--- src/rtl/sseq_pkg.sv ---
package sseq_pkg;

    typedef enum logic [2:0] {
        PH_OFF     = 3'd0,
        PH_WAIT_PG = 3'd1,
        PH_PRE     = 3'd2,
        PH_SETTLE  = 3'd3,
        PH_RUN     = 3'd4,
        PH_PWRDN   = 3'd5
    } phase_e;

    // synchronized control pins, both active high inside the block
    typedef struct packed {
        logic pg;
        logic pd;
    } ctl_s;

    function automatic int unsigned max3(int unsigned a, int unsigned b, int unsigned c);
        int unsigned m;
        m = (a > b) ? a : b;
        return (m > c) ? m : c;
    endfunction

    // bits needed to hold values 0 .. m-1
    function automatic int unsigned cnt_width(int unsigned m);
        return (m < 2) ? 1 : $clog2(m);
    endfunction

endpackage

--- src/rtl/sseq_sync.sv ---
module sseq_sync #(
    parameter int unsigned W       = 2,
    parameter int unsigned STAGES  = 2,
    parameter logic [W-1:0] RST_VAL = '0
) (
    input  logic         clk,
    input  logic         rst,
    input  logic [W-1:0] d,
    output logic [W-1:0] q
);
    logic [STAGES-1:0][W-1:0] chain;

    for (genvar g = 0; g < STAGES; g++) begin : g_stage
        if (g == 0) begin : g_first
            always_ff @(posedge clk) begin
                if (rst) chain[g] <= RST_VAL;
                else     chain[g] <= d;
            end
        end else begin : g_next
            always_ff @(posedge clk) begin
                if (rst) chain[g] <= RST_VAL;
                else     chain[g] <= chain[g-1];
            end
        end
    end

    assign q = chain[STAGES-1];
endmodule

--- src/rtl/sseq_timer.sv ---
module sseq_timer #(
    parameter int unsigned CW = 8
) (
    input  logic          clk,
    input  logic          rst,
    input  logic          load,
    input  logic [CW-1:0] load_val,
    output logic          expired
);
    logic [CW-1:0] cnt;

    always_ff @(posedge clk) begin
        if (rst)             cnt <= '0;
        else if (load)       cnt <= load_val;
        else if (cnt != '0)  cnt <= cnt - 1'b1;
    end

    assign expired = (cnt == '0);

    // an idle timer must rest at zero, never wrap
    p_hold_at_zero_r5: assert property (@(posedge clk) disable iff (rst)
        (!load && cnt == '0) |=> (cnt == '0));
endmodule

--- src/rtl/sseq_strap_latch.sv ---
module sseq_strap_latch #(
    parameter int unsigned W = 4
) (
    input  logic         clk,
    input  logic         rst,
    input  logic         capture,
    input  logic [W-1:0] d,
    output logic [W-1:0] q,
    output logic         valid
);
    always_ff @(posedge clk) begin
        if (rst) begin
            q     <= '0;
            valid <= 1'b0;
        end else if (capture && !valid) begin
            q     <= d;
            valid <= 1'b1;
        end
    end

    p_straps_frozen_r4: assert property (@(posedge clk) disable iff (rst)
        valid |=> (valid && $stable(q)));

    p_single_capture_r4: assert property (@(posedge clk) disable iff (rst)
        capture |-> !valid);
endmodule

--- src/rtl/startup_seq.sv ---
module startup_seq
    import sseq_pkg::*;
#(
    parameter int unsigned STRAP_W     = 4,
    parameter int unsigned SYNC_STAGES = 2,
    parameter int unsigned SAMPLE_DLY  = 6250,
    parameter int unsigned SETTLE_DLY  = 45000,
    parameter int unsigned PD_WIN      = 250
) (
    input  logic               clk,
    input  logic               rst,
    input  logic               pwrgd_n,
    input  logic               pd,
    input  logic [STRAP_W-1:0] strap_in,
    output logic [2:0]         phase,
    output logic [STRAP_W-1:0] straps_q,
    output logic               straps_valid,
    output logic               outputs_en
);
    localparam int unsigned MAX_DLY = max3(SAMPLE_DLY, SETTLE_DLY, PD_WIN);
    localparam int unsigned CW      = cnt_width(MAX_DLY);
    localparam logic [CW-1:0] LD_SAMPLE = CW'(SAMPLE_DLY - 1);
    localparam logic [CW-1:0] LD_SETTLE = CW'(SETTLE_DLY - 1);
    localparam logic [CW-1:0] LD_WIN    = CW'(PD_WIN - 1);

    ctl_s   ctl;
    phase_e state, state_nx;

    logic          dly_load, dly_exp;
    logic [CW-1:0] dly_val;
    logic          win_load, win_exp, win_open, early_pd;
    logic          capture;

    // ---- input synchronization (power-good inverted to active high)
    sseq_sync #(.W(2), .STAGES(SYNC_STAGES), .RST_VAL(2'b00)) u_sync (
        .clk (clk),
        .rst (rst),
        .d   ({~pwrgd_n, pd}),
        .q   (ctl)
    );

    // ---- delay timer shared by pre-sample and settle phases
    always_comb begin
        dly_load = 1'b0;
        dly_val  = LD_SAMPLE;
        if (state == PH_WAIT_PG && ctl.pg) begin
            dly_load = 1'b1;
            dly_val  = LD_SAMPLE;
        end else if (state == PH_PRE && dly_exp) begin
            dly_load = 1'b1;
            dly_val  = LD_SETTLE;
        end
    end

    sseq_timer #(.CW(CW)) u_dly (
        .clk      (clk),
        .rst      (rst),
        .load     (dly_load),
        .load_val (dly_val),
        .expired  (dly_exp)
    );

    // ---- early power-down window
    assign win_load = (state == PH_WAIT_PG) && ctl.pg;

    sseq_timer #(.CW(CW)) u_win (
        .clk      (clk),
        .rst      (rst),
        .load     (win_load),
        .load_val (LD_WIN),
        .expired  (win_exp)
    );

    always_ff @(posedge clk) begin
        if (rst) begin
            win_open <= 1'b0;
            early_pd <= 1'b0;
        end else begin
            if (win_load)                 win_open <= 1'b1;
            else if (win_open && win_exp) win_open <= 1'b0;
            if (win_open && ctl.pd)       early_pd <= 1'b1;
        end
    end

    // ---- phase machine
    always_comb begin
        state_nx = state;
        unique case (state)
            PH_OFF:     state_nx = PH_WAIT_PG;
            PH_WAIT_PG: if (ctl.pg) state_nx = PH_PRE;
            PH_PRE:     if (dly_exp) state_nx = PH_SETTLE;
            PH_SETTLE:  if (dly_exp)
                            state_nx = (early_pd || (win_open && ctl.pd)) ? PH_PWRDN : PH_RUN;
            PH_PWRDN:   if (!ctl.pd) state_nx = PH_RUN;
            PH_RUN:     state_nx = PH_RUN;
            default:    state_nx = PH_OFF;
        endcase
    end

    always_ff @(posedge clk) begin
        if (rst) state <= PH_OFF;
        else     state <= state_nx;
    end

    assign capture = (state == PH_PRE) && dly_exp;

    sseq_strap_latch #(.W(STRAP_W)) u_straps (
        .clk     (clk),
        .rst     (rst),
        .capture (capture),
        .d       (strap_in),
        .q       (straps_q),
        .valid   (straps_valid)
    );

    assign phase      = state;
    assign outputs_en = (state == PH_RUN) && !ctl.pd;

    // ---- checks next to the phase logic
    p_wait_holds_r2: assert property (@(posedge clk) disable iff (rst)
        (state == PH_WAIT_PG && !ctl.pg) |=> (state == PH_WAIT_PG));

    p_valid_in_settle_r3: assert property (@(posedge clk) disable iff (rst)
        (state == PH_SETTLE) |-> straps_valid);

    p_run_sticky_r9: assert property (@(posedge clk) disable iff (rst)
        (state == PH_RUN) |=> (state == PH_RUN));

    p_pre_order_r10: assert property (@(posedge clk) disable iff (rst)
        (state == PH_PRE) |=> (state == PH_PRE || state == PH_SETTLE));

    p_settle_order_r10: assert property (@(posedge clk) disable iff (rst)
        (state == PH_SETTLE) |=> (state == PH_SETTLE || state == PH_RUN || state == PH_PWRDN));

    p_pwrdn_order_r7: assert property (@(posedge clk) disable iff (rst)
        (state == PH_PWRDN) |=> (state == PH_PWRDN || state == PH_RUN));
endmodule

--- config.mk ---
export PLATFORM = sky130hd
export DESIGN_NAME = startup_seq
export DESIGN_NICKNAME = d
export VERILOG_FILES = /design/src/rtl/sseq_pkg.sv /design/src/rtl/sseq_sync.sv /design/src/rtl/sseq_timer.sv /design/src/rtl/sseq_strap_latch.sv /design/src/rtl/startup_seq.sv
export SDC_FILE = /design/constraint.sdc
export NUM_CORES = 1
export LEC_CHECK = 0
export ABC_AREA = 1
export ABC_CLOCK_PERIOD_IN_PS = 2000
export CAP_MARGIN = 20
export CORE_MARGIN = 1
export CORE_UTILIZATION = 60
export DETAILED_ROUTE_END_ITERATION = 8
export DONT_BUFFER_PORTS = 1
export GPL_TIMING_DRIVEN = 0
export PLACE_DENSITY = 0.76
export SYNTH_ARGS = -nofsm -noshare
export SYNTH_HDL_FRONTEND = slang
export SYNTH_SLANG_ARGS = --single-unit
--- constraint.sdc ---
create_clock -name clk -period 2 [get_ports clk]
set_clock_uncertainty 0.05 [all_clocks]
set_input_delay 0.4 -clock clk [delete_from_list [all_inputs] [get_ports clk]]
set_output_delay 0.4 -clock clk [all_outputs]
set_load 0.1 [all_outputs]
==> out/qor.csv <==
metric;value;unit
holdBufCountCts;0;
grt-ovfl-total;0;
setup_viol;1;
post-dp-hpwl;3738;µm
htreeDepth;2;
clock-sinks;46;
synth_cell_types;33;
maxSlewViolCount;0;
drc;0;
ys_seq_elements;46;
clkTransAtPathRegs;0.08;ns
drt_iter0_drc;143;
synth_seq_area_share;0.3697;
initial_core_util;0.6228;
die_x;66.44;µm
dieArea;0.004414;mm²
path_class;reg2out;
routed_wl;5066;µm
cellPowerDensity;1913;mW/mm²
synthCells;363;
antenna_found_initial;0;
worstMarginPinSlew;0.9790;ns
ff2ff_path_depth;5;
grt_pass1_vias;1897;
fillerInstances;348;
fin_total_pwr;5.216;mW
wl_met2;2243;µm
ys_warn_count;0;
maxCapViolCount;0;
vias;2226;
core-area;0.004000;mm²
io_pins;17;
wl_met1;2441;µm
cp.arrival;1.74;ns
crit_fanout;6;
std_cell_rows;23;
rsz0062_at_grt;true;
placed_cell_area;0.002571;mm²
cts_root_buffer;clkbuf_8;
startpoint_type;flop;
first_pass_iters;4;
seqCellArea;932.1;µm²
syn_nets;374;
finalCritPeriodShare;1.095;
syn-cell-area;0.002491;mm²
whs_path_depth;1;
status;finished with violations;
clock_tree.buffer_depth;2;
detail-route-antenna-nets;0;
required;1.55;ns
dp_worst_setup_slack;-0.009736;ns
slew_headroom;0.3452;
portBuffers;0;
highest_layer;met4;
area_growth;9.442;%
detail_route.wl_per_cell;12.03;µm
rrSetupSlack;0.28;ns
worstSetupEndpointType;primary output;
layout-drive-gt1-share;0.1456;
failed_checks;negative setup slack;
multi_input_area;0.001406;mm²
ir_worst_vdd;1.144;mV
leakage;1.253;nW
grt_pass1_wl;8562;µm
final-hold-violation-count;0;
viasPerCell;5.287;
stdcell_area;0.002726;mm²
grt_usage;0.2602;
setup_ws;-0.1893;ns
fmax;456.8;MHz
period_minus_slack;2.189;ns
diodes;0;
wl_met3;290;µm
hp-class;in2reg;
die_h;66.44;µm
cts_tree;yes;
avgSynthCellArea;6.863;µm²
clk_latency;0.31;ns
numCtsBuffers;5;
layout_commonest_cell;nand2_1;
nNetsFinal;381;
final_cell_mix;nand2_1, nor2_1, dfxtp_1;
gp_congestion;0.8899;
grt_max_degree;15;
==> worst max-delay path, cell delays in order, from the launching register on <==
cell and delay [ns]:
dfxtp_4 0.58, nand2_4 0.09, nor3_4 0.76
==> state kept, by name, indices dropped and copies added, names as in the netlist <==
signal,flops
u_straps.q,4
u_sync.q,2
early_pd,1
win_open,1
u_win.cnt,16
u_sync.chain,2
phase,3
u_straps.valid,1
u_dly.cnt,16
==> metrics by stage <==
stage               setup TNS (ns)  std cells  hold slack [ns]    util
floorplan                        0        363           0.3383       -
global placement         -0.007266        413           0.3404  0.6428
detailed placement       -0.009736        413           0.3466  0.6428
CTS                        -0.1902        421          0.09407  0.6810
global route               -0.2305        421          0.08427  0.6816
finish                     -0.1893        421          0.09506  0.6816
==> metal layers <==
metal | track usage | vias up
li1 | - | 1153
met1 | 0.3537 | 1006
met2 | 0.3929 | 56
met3 | 0.06552 | 11
met4 | 0.09840 | 0
met5 | 0 | -
==> cell families (layout without fill, tap and decap cells) <==
kind of cell	Yosys count	after routing	share of synthesized area
and+or+nand+nor	223	223	0.4164
DFF	46	46	0.3697
buffers and inverters	46	54	0.07333
AOI/OAI and AO/OA	32	32	0.07685
xor gates and xnor gates	13	13	0.04872
adders and majority gates	3	3	0.01507
==> report_power, final <==
part	switching [mW]	internal, mW
registers	0.288	1.20
clock network	0.334	0.533
logic	1.81	1.05
==> path summary, 6_finish.rpt <==
kind	startpoint	endpoint
setup / recovery	phase[2]	outputs_en
hold / removal	pwrgd_n	u_sync.chain[1]
setup reg to reg	u_straps.valid	u_straps.q[2]
hold reg to reg	u_sync.chain[0]	u_sync.q[0]
==> synthesized netlist by cell type (all sizes together) <==
cell	n	area [µm²]
a21boi	2	15.01
a21oi	21	112.6
a31oi	2	18.77
buf	3	21.27
clkbuf	3	11.26
dfxtp	46	920.9
ha	3	37.54
inv	40	150.1
nand2	92	365.3
nand3	29	187.7
nand3b	3	22.52
nand4	4	31.28
nor2	88	382.9
nor3	2	10.01
nor3b	1	12.51
o211ai	1	7.510
o21ai	6	37.54
or2	4	25.02
xnor2	5	43.79
xor2	8	77.58
==> timing repair <==
| item | in CTS | in global routing |
|---|---|---|
| gates resized for setup | 4 | 1 |
| buffers inserted | 0 | 0 |
| pin swaps | 2 | 0 |
| setup endpoints to repair | 1 | 2 |
==> layout make-up <==
type                    instances  area share
clock inverters                 2     0.02203
well taps                      50     0.02295
flip-flops and latches         46      0.3419
clock buffers                   6     0.03029
inverters                      40     0.05507
plain buffers                   6     0.01193
multi-input cells             271      0.5158
Power figures use the tool's default switching activity.
